==> src/rtl/dpseq_pkg.sv <==
package dpseq_pkg;
  localparam int NSTAGE = 4;
  localparam int ST_CLK  = 0;
  localparam int ST_SYNC = 1;
  localparam int ST_DISP = 2;
  localparam int ST_PWM  = 3;

  // Control to datapath: command levels plus the strobes the datapath needs.
  typedef struct packed {
    logic [NSTAGE-1:0] on;       // registered stage commands
    logic              killClk;  // clock disable accepted this cycle
    logic              killDisp; // display disable (direct or cascaded)
    logic              armDisp;  // display enable accepted this cycle
  } seqCtl_t;
endpackage

==> src/rtl/dpseq_ctrl.sv <==
module dpseq_ctrl
  import dpseq_pkg::*;
(
  input  logic              clk,
  input  logic              rstN,
  input  logic [NSTAGE-1:0] enSet,
  input  logic [NSTAGE-1:0] disSet,
  input  logic [NSTAGE-2:0] predStat,
  output seqCtl_t           ctl
);
  logic [NSTAGE-1:0] cmdQ;
  logic [NSTAGE-1:0] clrEff;
  logic [NSTAGE-1:0] ready;
  logic [NSTAGE-1:0] setOk;
  logic              acc;

  // A disable cascades upward to every later stage.
  always_comb begin
    acc = 1'b0;
    for (int i = 0; i < NSTAGE; i++) begin
      acc       = acc | disSet[i];
      clrEff[i] = acc;
    end
  end

  // A stage may start only when its predecessor is commanded and confirmed.
  always_comb begin
    ready[0] = 1'b1;
    for (int i = 1; i < NSTAGE; i++) begin
      ready[i] = cmdQ[i-1] & predStat[i-1];
    end
  end

  assign setOk = enSet & ~cmdQ & ready & ~clrEff;

  always_ff @(posedge clk or negedge rstN) begin
    if (!rstN) cmdQ <= '0;
    else       cmdQ <= (cmdQ | setOk) & ~clrEff;
  end

  assign ctl.on       = cmdQ;
  assign ctl.killClk  = clrEff[ST_CLK];
  assign ctl.killDisp = clrEff[ST_DISP];
  assign ctl.armDisp  = setOk[ST_DISP];
endmodule

==> src/rtl/dpseq_dpath.sv <==
module dpseq_dpath
  import dpseq_pkg::*;
#(
  parameter int GUARD_W = 4,
  parameter int CLK_SYNC_STAGES = 2
) (
  input  logic               clk,
  input  logic               rstN,
  input  seqCtl_t            ctl,
  input  logic               frameEnd,
  input  logic [GUARD_W-1:0] guardFrames,
  output logic [NSTAGE-1:0]  stat
);
  logic [CLK_SYNC_STAGES-1:0] clkPipe;
  logic                       syncRun;
  logic                       dispOn;
  logic                       pwmRun;
  logic [GUARD_W-1:0]         guardCnt;

  // Clock status: synchroniser chain modelling the pixel clock domain latency.
  generate
    if (CLK_SYNC_STAGES == 1) begin : g_pipe1
      always_ff @(posedge clk or negedge rstN) begin
        if (!rstN) clkPipe <= '0;
        else       clkPipe <= ctl.on[ST_CLK];
      end
    end else begin : g_pipeN
      always_ff @(posedge clk or negedge rstN) begin
        if (!rstN) clkPipe <= '0;
        else       clkPipe <= {clkPipe[CLK_SYNC_STAGES-2:0], ctl.on[ST_CLK]};
      end
    end
  endgenerate

  // Sync: starts one edge after command, stops at a frame boundary,
  // or at once if the pixel clock is being removed.
  always_ff @(posedge clk or negedge rstN) begin
    if (!rstN)                syncRun <= 1'b0;
    else if (ctl.killClk)     syncRun <= 1'b0;
    else if (ctl.on[ST_SYNC]) syncRun <= 1'b1;
    else if (frameEnd)        syncRun <= 1'b0;
  end

  // Display pin with frame-counted guard delay.
  always_ff @(posedge clk or negedge rstN) begin
    if (!rstN) begin
      dispOn   <= 1'b0;
      guardCnt <= '0;
    end else if (ctl.killDisp) begin
      dispOn   <= 1'b0;
      guardCnt <= '0;
    end else if (ctl.armDisp) begin
      if (guardFrames == '0) dispOn <= 1'b1;
      else                   guardCnt <= guardFrames;
    end else if (ctl.on[ST_DISP] && !dispOn && frameEnd) begin
      if (guardCnt <= GUARD_W'(1)) begin
        dispOn   <= 1'b1;
        guardCnt <= '0;
      end else begin
        guardCnt <= guardCnt - 1'b1;
      end
    end
  end

  // PWM confirmation one edge behind the command.
  always_ff @(posedge clk or negedge rstN) begin
    if (!rstN) pwmRun <= 1'b0;
    else       pwmRun <= ctl.on[ST_PWM];
  end

  assign stat = {pwmRun, dispOn, syncRun, clkPipe[CLK_SYNC_STAGES-1]};
endmodule

==> src/rtl/disp_power_seq.sv <==
module disp_power_seq
  import dpseq_pkg::*;
#(
  parameter int GUARD_W = 4
) (
  input  logic               clk,
  input  logic               rstN,
  input  logic [3:0]         enSet,
  input  logic [3:0]         disSet,
  input  logic [GUARD_W-1:0] guardFrames,
  input  logic               frameEnd,
  output logic               pixClkEn,
  output logic               syncEn,
  output logic               dispOut,
  output logic               pwmEn,
  output logic [3:0]         status
);
  seqCtl_t           ctl;
  logic [NSTAGE-1:0] stat;

  dpseq_ctrl u_ctrl (
    .clk      (clk),
    .rstN     (rstN),
    .enSet    (enSet),
    .disSet   (disSet),
    .predStat (stat[NSTAGE-2:0]),
    .ctl      (ctl)
  );

  dpseq_dpath #(.GUARD_W(GUARD_W), .CLK_SYNC_STAGES(2)) u_dpath (
    .clk         (clk),
    .rstN        (rstN),
    .ctl         (ctl),
    .frameEnd    (frameEnd),
    .guardFrames (guardFrames),
    .stat        (stat)
  );

  assign pixClkEn = ctl.on[ST_CLK];
  assign syncEn   = stat[ST_SYNC];
  assign dispOut  = stat[ST_DISP];
  assign pwmEn    = ctl.on[ST_PWM];
  assign status   = stat;
endmodule

==> config.mk <==
export PLATFORM = sky130hd
export DESIGN_NAME = disp_power_seq
export DESIGN_NICKNAME = d
export VERILOG_FILES = /design/src/rtl/dpseq_pkg.sv /design/src/rtl/dpseq_ctrl.sv /design/src/rtl/dpseq_dpath.sv /design/src/rtl/disp_power_seq.sv
export SDC_FILE = /design/constraint.sdc
export NUM_CORES = 1
export LEC_CHECK = 0
export CAP_MARGIN = 20
export CORE_MARGIN = 4
export CORE_UTILIZATION = 30
export CTS_BUF_LIST = sky130_fd_sc_hd__clkbuf_4
export DETAILED_ROUTE_END_ITERATION = 8
export GPL_ROUTABILITY_DRIVEN = 0
export REMOVE_ABC_BUFFERS = 1
export SYNTH_ARGS = -nofsm -noshare
export SYNTH_HDL_FRONTEND = slang
export SYNTH_SLANG_ARGS = --single-unit
==> constraint.sdc <==
create_clock -name clk -period 1.8 [get_ports clk]
set_input_delay 0.36 -clock clk [delete_from_list [all_inputs] [get_ports clk]]
set_output_delay 0.36 -clock clk [all_outputs]
set_load 0.05 [all_outputs]
==> flow_summary.yaml, run 1 <==
status:
  status: "completed"
global_routing:
  overflow: 0
  grt_first_pass_wirelength_mm: 2.35
  antenna_found_initial: 0
  grt_max_degree: 14
  grt.total_usage: 0.108
  first_global_vias: 528
power_and_ir_drop:
  combinationalPowerShare: 0.170
  power.switching_uw: 154
  vdd_ir_drop_max_uv: 454
  power.internal_uw: 434
  seq_power_share: 0.524
  power.leakage_nw: 0.453
  p_per_area_nw_per_um2: 623
  p_total_uw: 587
  pwr-share-clk: 0.306
  swShare: 0.262
synth:
  ys_ff_latch: 13
  syn_area_um2: 667
  synthDominantCellAreaShare: 0.488
  ys_top_cells_by_area: "dfrtp_1 (49%), buf_4 (4.5%), nor2_1 (3.9%)"
  syn_avg_cell_area_um2: 10.9
  ys_warn_count: 0
  syn_inst: 61
  yosysTopAreaCell: "dfrtp_1"
  ys_types: 28
  seq_area_frac_synth: 0.488
worst_setup_path:
  cp-end-kind: "flop"
  path_class: "reg -> reg"
  cp-start-kind: "flop"
  critPathRequiredTime_ps: 1960
  crit_arrival_ps: 1820
  critical_path.max_fanout: 6
  r2r_cells: 6
routing:
  drc: 0
  drt_iter0_markers: 14
  m1WireLength_um: 690
  wl_met2_um: 605
  dr_wl_met3_um: 89
  vias: 569
  highest_layer: "met4"
  avgRoutedWirePerCell_um: 12.1
  wirelength_mm: 1.40
  vias_per_cell: 4.91
  antenna_left: 0
  drt_first_pass_iters: 4
floorplanning:
  die-area_um2: 3040
  pin_count: 23
  die_h_um: 55.2
  start_util: 0.327
  die_w_um: 55.2
  fp.coreArea_um2: 2040
  row_count: 16
sta:
  finalHoldViolations: 0
  max_freq_mhz: 605
  setup_violations: 0
  fin_tns_setup_ps: 0
  hold_slack_ps: 352
  slew_violations: 0
  slew_headroom: 0.608
  period_minus_slack_ps: 1650
  worst_pin_slew_ps: 587
  clock_skew_ps: 2.42
  grt_setup_unrepaired: "false"
  post-route-period-util: 0.918
cts:
  cts_tree: "done"
  clock_latency_ps: 270
  path_clk_slew_ps: 90
  cts.htree.levels: 1
  cts_setup_buffers: 0
  cts_sinks: 13
  ctsResizeCount: 0
  ctsHoldBuffers: 0
  clockRootBuffer: "clkbuf_4"
  cts_inserted_buffers: 3
  cts_max_path_buffers: 2
place:
  port_buffers: 22
  place.detailed.hpwl_mm: 1.15
  placed_cells: 112
final_layout:
  fill_cells: 208
  final_cells: 116
  nets: 107
  area_delta_synth_final_pct: 41.5
  seq_area_um2: 325
  multi_input_area_um2: 297
  drive_gt1_frac: 0.270
  insertedDiodeCount: 0
hold_path:
  min_path_cells: 0
  hp-class: "reg -> reg"
job:
  maxCapViolations: 0
-- metrics by stage --
| step | worst slack, ps | area (µm²) | util |
|---|---|---|---|
| finish | 147 | 943 | 0.462 |
| global route | 45.7 | 943 | 0.462 |
| CTS | 149 | 943 | 0.462 |
| detailed placement | -34.1 | 916 | 0.449 |
| global placement | 5.80 | 916 | 0.449 |
| floorplan | -141 | 637 | - |
-- cells by family (layout without fill, tap and decap cells) --
| kind of cell | Yosys count | count (layout) | synth area share |
|---|---|---|---|
| AOI/OAI and AO/OA | 18 | 18 | 0.210 |
| DFF | 13 | 13 | 0.488 |
| and+or+nand+nor | 20 | 20 | 0.197 |
| buffers and inverters | 8 | 36 | 0.0675 |
| adders and majority gates | 2 | 2 | 0.0375 |
-- worst max-delay path: stages, from the launching register on --
cell	delay [ps]
dfrtp_1	440
inv_1	80
ha_1	180
nor2_1	70
o31ai_2	360
o21ai_0	150
a32o_1	270
-- path summary, 6_finish.rpt --
check,start,to,slack (ps)
hold / removal,u_dpath.clkPipe[0],u_dpath.clkPipe[1],350
min in group asynchronous,rstN,u_dpath.guardCnt[1],460
max in group asynchronous,rstN,u_dpath.pwmRun,960
setup reg to reg,u_dpath.guardCnt[0],u_dpath.guardCnt[3],150
setup / recovery,u_dpath.guardCnt[0],u_dpath.guardCnt[3],150
hold reg to reg,u_dpath.clkPipe[0],u_dpath.clkPipe[1],350
-- cell usage in the layout, fill, tap and decap left out, types with 2 or more instances in the layout --
cell type | Yosys | layout
a21oi_1 | 2 | 2
a31oi_1 | 2 | 2
buf_4 | 4 | 14
clkbuf_4 | 0 | 3
clkdlybuf4s50_1 | 0 | 14
dfrtp_1 | 13 | 13
ha_1 | 2 | 2
inv_1 | 4 | 4
nand2_1 | 2 | 2
nand3_1 | 2 | 2
nor2_1 | 7 | 7
nor3_1 | 2 | 2
o21a_1 | 2 | 2
o21ai_0 | 2 | 2
o311ai_1 | 2 | 2
-- layer usage --
| layer | up-vias | GRT usage |
|---|---|---|
| li1 | 283 | - |
| met1 | 268 | 0.156 |
| met2 | 16 | 0.150 |
| met3 | 2 | 0.0349 |
| met4 | 0 | 0.0364 |
| met5 | - | 0 |
-- synthesized netlist by cell type --
library cell,count
o221ai_2,1
o311ai_1,2
nor3_1,2
o21ai_0,2
o2111ai_1,1
nor3_2,1
nor2_1,7
nand3_1,2
o21a_1,2
dfrtp_1,13
ha_1,2
and4b_2,1
o21ai_1,1
or3_4,1
a22o_1,1
a21oi_1,2
o31ai_1,1
nand4b_4,1
o31ai_2,1
a32o_1,1
nand3b_1,1
inv_1,4
or4_1,1
nand2_1,2
buf_4,4
a31oi_1,2
nor4_1,1
o211ai_1,1
-- registers in the layout, summed over array words and instances (netlist names) --
register          count
u_dpath.syncRun       1
u_dpath.guardCnt      4
u_dpath.clkPipe       2
u_ctrl.cmdQ           4
u_dpath.dispOn        1
u_dpath.pwmRun        1
-- cell type report --
cell class,count,area share
tap,27,0.0358
clock inverter,1,0.00531
timing repair buffer,28,0.260
sequential,13,0.345
inverter,4,0.0159
multi-input combinational,40,0.314
clock buffer,3,0.0239
-- power groups by stage --
stage	sequential (mW)	combinational [mW]	clock, mW
floorplan	0.325	0.0282	0
global placement	0.313	0.101	0
detailed placement	0.314	0.101	0
CTS	0.308	0.101	0.185
global route	0.309	0.109	0.204
finish	0.308	0.0999	0.180
Note: power is estimated with default switching activity, not from simulation.
==> run 2, diff against run 1 <==
--- a/config.mk
+++ b/config.mk
@@ -11,7 +11,6 @@
 export CTS_BUF_LIST = sky130_fd_sc_hd__clkbuf_4
 export DETAILED_ROUTE_END_ITERATION = 8
 export GPL_ROUTABILITY_DRIVEN = 0
-export REMOVE_ABC_BUFFERS = 1
 export SYNTH_ARGS = -nofsm -noshare
 export SYNTH_HDL_FRONTEND = slang
 export SYNTH_SLANG_ARGS = --single-unit
==> run 2 against run 1 <==
Register-to-register slack is essentially flat. Hold slack is essentially flat. Global-route usage grew 0.32 points. Core utilization grew 0.37 points. Critical path type unchanged. Die area is the same. Sequential share of layout area shrank 0.27 points. Cell count grew 0.86%. Combinational power is essentially flat. Non-clock buffer count grew 1.
==> flow_summary.yaml, run 2 (synthesis results as in run 1) <==
status:
  status: "completed"
floorplanning:
  die-area_um2: 3040
  fp.coreArea_um2: 2040
  die_h_um: 55.2
  start_util: 0.327
  pin_count: 23
  die_w_um: 55.2
  row_count: 16
final_layout:
  drive_gt1_frac: 0.278
  finish.utilization: 0.466
  nets: 108
  area_delta_synth_final_pct: 42.6
  multi_input_area_um2: 297
  insertedDiodeCount: 0
  fill_cells: 212
  final_cell_mix: "buf_4 (15), clkdlybuf4s50_1 (14), dfrtp_1 (13)"
  final_common_cell: "buf_4"
  reg_top3: "u_ctrl.cmdQ x4, u_dpath.guardCnt x4, u_dpath.clkPipe x2"
  seq_area_um2: 325
worst_setup_path:
  r2r-end: "u_dpath.guardCnt[3]"
  timing.rr.start: "u_dpath.guardCnt[0]"
  critPathRequiredTime_ps: 1970
  critical_path.max_fanout: 6
  crit_arrival_ps: 1820
  r2r_cells: 6
  path_class: "reg -> reg"
  cp-start-kind: "flop"
  cp-end-kind: "flop"
  rrSetupSlack_ps: 150
hold_path:
  hold_start: "u_dpath.clkPipe[0]"
  hold_path_end: "u_dpath.clkPipe[1]"
  min_path_cells: 0
  hp-class: "reg -> reg"
power_and_ir_drop:
  vdd_ir_drop_max_uv: 436
  combinationalPowerShare: 0.174
  power.switching_uw: 155
  p_total_uw: 591
  power.leakage_nw: 0.458
  pwr-share-clk: 0.306
  power.internal_uw: 435
  swShare: 0.263
  seq_power_share: 0.521
  p_per_area_nw_per_um2: 621
sta:
  slew_violations: 0
  hold_slack_ps: 352
  clock_skew_ps: 4.04
  setup_violations: 0
  finalHoldViolations: 0
  post-route-period-util: 0.915
  period_minus_slack_ps: 1650
  worst_pin_slew_ps: 582
  fin_tns_setup_ps: 0
  grt_setup_unrepaired: "false"
  max_freq_mhz: 607
  slew_headroom: 0.610
cts:
  path_clk_slew_ps: 80
  cts_tree: "done"
  cts.htree.levels: 1
  cts_setup_buffers: 0
  cts_max_path_buffers: 2
  clockRootBuffer: "clkbuf_4"
  cts_sinks: 13
  clock_latency_ps: 280
  ctsHoldBuffers: 0
  cts_inserted_buffers: 3
  ctsResizeCount: 0
global_routing:
  antenna_found_initial: 0
  grt_max_degree: 14
  grt_util_met3: 0.0268
  grt_busiest_layer: "met2"
  met1_usage: 0.134
  grt.total_usage: 0.111
  grt_first_pass_wirelength_mm: 2.36
  use_met2: 0.181
  overflow: 0
  first_global_vias: 544
routing:
  antenna_left: 0
  drc: 0
  drt_iter0_markers: 7
  vias_per_cell: 4.90
  wirelength_mm: 1.47
  vias: 573
  drt_first_pass_iters: 4
  avgRoutedWirePerCell_um: 12.6
synth:
  syn_nets: 78
place:
  port_buffers: 22
  place.detailed.hpwl_mm: 1.20
job:
  maxCapViolations: 0
==> run 2: how the worst max path moves through the flow <==
stage	start	to	slack, ps	cells past startpoint
after floorplan	u_dpath.syncRun	u_dpath.guardCnt[3]	180	4
after global placement	enSet[2]	u_dpath.guardCnt[3]	7	5
after detailed placement	enSet[2]	u_dpath.guardCnt[3]	-40	5
after CTS	u_dpath.guardCnt[0]	u_dpath.guardCnt[3]	170	6
after global routing	u_dpath.guardCnt[0]	u_dpath.guardCnt[3]	20	6
final	u_dpath.guardCnt[0]	u_dpath.guardCnt[3]	150	6
==> run 2: stage by stage <==
step	setup slack [ps]	instances	cell area, µm²
6_report	153	117	951
5_1_grt	22.5	117	951
4_1_cts	165	117	951
3_5_place_dp	-39.0	113	923
3_3_place_gp	6.69	113	923
2_1_floorplan	176	61	667
==> run 2: routing by layer <==
| layer | wire, µm | share of wire | vias up |
|---|---|---|---|
| met2 | 651 | 0.44 | 18 |
| met4 | 25 | 0.017 | 0 |
| met3 | 106 | 0.072 | 2 |
| li1 | - | - | 287 |
| met1 | 691 | 0.47 | 266 |
| met5 | 0 | 0 | - |
==> run 2: critical path: stages, from the launching register on <==
cell and delay [ps]:
dfrtp_1 440, inv_1 80, ha_1 190, nor2_1 70, o31ai_2 350, o21ai_0 150
a32o_1 270
==> run 2: final cells by class <==
type,count,area share
clock buffer,3,0.0237
clock inverter,1,0.00526
inverter,4,0.0158
multi-input combinational,40,0.312
sequential,13,0.342
tap,27,0.0355
timing repair buffer,29,0.266
==> run 2: power groups by stage <==
stage               combinational (mW)  sequential, mW  clock [mW]
floorplan                       0.0373           0.318           0
global placement                 0.102           0.313           0
detailed placement               0.103           0.313           0
CTS                              0.103           0.308       0.190
global route                     0.112           0.309       0.210
finish                           0.103           0.308       0.181
==> run 3, diff against run 2 <==
--- a/config.mk
+++ b/config.mk
@@ -6,11 +6,15 @@
 export NUM_CORES = 1
 export LEC_CHECK = 0
 export CAP_MARGIN = 20
+export CELL_PAD_IN_SITES_DETAIL_PLACEMENT = 2
+export CELL_PAD_IN_SITES_GLOBAL_PLACEMENT = 2
 export CORE_MARGIN = 4
-export CORE_UTILIZATION = 30
+export CORE_UTILIZATION = 28
 export CTS_BUF_LIST = sky130_fd_sc_hd__clkbuf_4
 export DETAILED_ROUTE_END_ITERATION = 8
 export GPL_ROUTABILITY_DRIVEN = 0
+export MAX_ROUTING_LAYER = met4
+export PLACE_DENSITY_LB_ADDON = 0.1
 export SYNTH_ARGS = -nofsm -noshare
 export SYNTH_HDL_FRONTEND = slang
 export SYNTH_SLANG_ARGS = --single-unit
==> run 3 against run 2 <==
Register-to-register slack better by 50 ps. Clock power rose by 5%. Clock skew fell by 1.2 ps. Power rose by 2.8%. Combinational power is 6% higher. Sequential cell count unchanged. Largest cell class unchanged. Cell count rose by 1.7%.
==> flow_summary.yaml, run 3 (synthesis results as in run 1) <==
place:
  placed_cells: 115
  port_buffers: 22
  placed_area_um2: 932
  place_ws_ps: -42.2
  place.detailed.hpwl_mm: 1.51
final_layout:
  insertedDiodeCount: 0
  reg_top3: "u_ctrl.cmdQ x4, u_dpath.guardCnt x4, u_dpath.clkPipe x2"
  final_common_cell: "buf_4"
  stdcell_area_um2: 968
  final_cells: 119
  fill_cells: 251
  area_delta_synth_final_pct: 45.2
  final_cell_mix: "buf_4 (16), clkdlybuf4s50_1 (14), dfrtp_1 (13)"
  drive_gt1_frac: 0.286
  nets: 109
routing:
  vias: 599
  antenna_left: 0
  vias_per_cell: 5.03
  dr_wl_met3_um: 90
  wirelength_mm: 1.89
  m1WireLength_um: 858
  drt_first_pass_iters: 3
  drt_iter0_markers: 9
  avgRoutedWirePerCell_um: 15.8
  drc: 0
  wl_met2_um: 896
  highest_layer: "met4"
power_and_ir_drop:
  pwr-share-clk: 0.313
  power.internal_uw: 439
  power.leakage_nw: 0.465
  seq_power_share: 0.507
  vdd_ir_drop_max_uv: 348
  p_per_area_nw_per_um2: 627
  p_total_uw: 607
  combinationalPowerShare: 0.180
  power.switching_uw: 169
  swShare: 0.278
sta:
  clock_skew_ps: 2.88
  finalHoldViolations: 0
  setup_ws_ps: 202
  period_minus_slack_ps: 1600
  slew_headroom: 0.748
  setup_violations: 0
  worst_pin_slew_ps: 379
  grt_setup_unrepaired: "false"
  max_freq_mhz: 626
  post-route-period-util: 0.888
  slew_violations: 0
floorplanning:
  fp.coreArea_um2: 2230
  die_h_um: 56.8
  row_count: 17
  start_util: 0.299
  die_w_um: 56.8
  pin_count: 23
  die-area_um2: 3230
cts:
  cts_sinks: 13
  ctsResizeCount: 0
  cts_tree: "done"
  clockRootBuffer: "clkbuf_4"
  cts_max_path_buffers: 2
  cts.htree.levels: 1
  cts_inserted_buffers: 3
  path_clk_slew_ps: 90
  cts_setup_buffers: 0
  ctsHoldBuffers: 0
  clock_latency_ps: 280
job:
  maxCapViolations: 0
global_routing:
  first_global_vias: 661
  antenna_found_initial: 0
  grt.total_usage: 0.131
  grt_max_degree: 14
  overflow: 0
  grt_first_pass_wirelength_mm: 3.11
worst_setup_path:
  cpMaxStageDelayCell: "dfrtp_1"
  crit_arrival_ps: 1770
  critical_path.max_stage_delay_ps: 440
  critPathRequiredTime_ps: 1970
  cp-end-kind: "flop"
  crit_chain: "inv_1 -> ha_1 -> nor2_1 -> o31ai_4 -> o21ai_0 -> a32o_1"
  cp_num_buf_inv: 1
  path_class: "reg -> reg"
  crit_family: "compound AO/OA/AOI/OAI gates"
  cp-start-kind: "flop"
  critical_path.max_fanout: 6
synth:
  syn_nets: 78
status:
  status: "completed"
hold_path:
  hp-class: "reg -> reg"
-- run 3: changes by cell type in the layout (fill, tap and decap cells not counted), sizes merged --
cell,delta
buf,+1
-- run 3: area by class of cell --
| cell class | instances | area [µm²] | area share |
|---|---|---|---|
| Clock inverter | 1 | 5.00 | 0.00517 |
| Multi-Input combinational cell | 40 | 305 | 0.315 |
| Inverter | 4 | 15.0 | 0.0155 |
| Tap cell | 28 | 35.0 | 0.0362 |
| Clock buffer | 3 | 22.5 | 0.0233 |
| Timing Repair Buffer | 30 | 260 | 0.269 |
| Sequential cell | 13 | 325 | 0.336 |
-- run 3: stage by stage --
| stage | setup TNS (ps) | hold slack (ps) | util |
|---|---|---|---|
| after floorplan | 0 | 64.4 | - |
| after global placement | -0.659 | 333 | 0.417 |
| after detailed placement | -109 | 337 | 0.417 |
| after CTS | 0 | 360 | 0.430 |
| after global routing | 0 | 370 | 0.434 |
| final | 0 | 356 | 0.434 |
-- run 3: per-layer routing --
layer | GRT usage | vias to the layer above
met5 | - | -
met4 | 0.0695 | 0
met3 | 0.0276 | 5
met2 | 0.208 | 16
met1 | 0.155 | 293
li1 | - | 285
-- run 3: worst paths after layout --
kind,from,end,slack [ps],cells after the start
hold / removal,u_dpath.clkPipe[0],u_dpath.clkPipe[1],360,0
setup reg to reg,u_dpath.guardCnt[0],u_dpath.guardCnt[3],200,6
hold reg to reg,u_dpath.clkPipe[0],u_dpath.clkPipe[1],360,0
max in group asynchronous,rstN,u_dpath.guardCnt[1],1250,2
setup / recovery,u_dpath.guardCnt[0],u_dpath.guardCnt[3],200,6
min in group asynchronous,rstN,u_ctrl.cmdQ[2],380,2
-- run 3: power groups by stage --
stage / logic [mW] / registers [mW] / clock network [mW]
after floorplan: 0.0373 / 0.318 / 0
after global placement: 0.106 / 0.313 / 0
after detailed placement: 0.108 / 0.314 / 0
after CTS: 0.109 / 0.308 / 0.202
after global routing: 0.119 / 0.310 / 0.213
final: 0.109 / 0.308 / 0.190
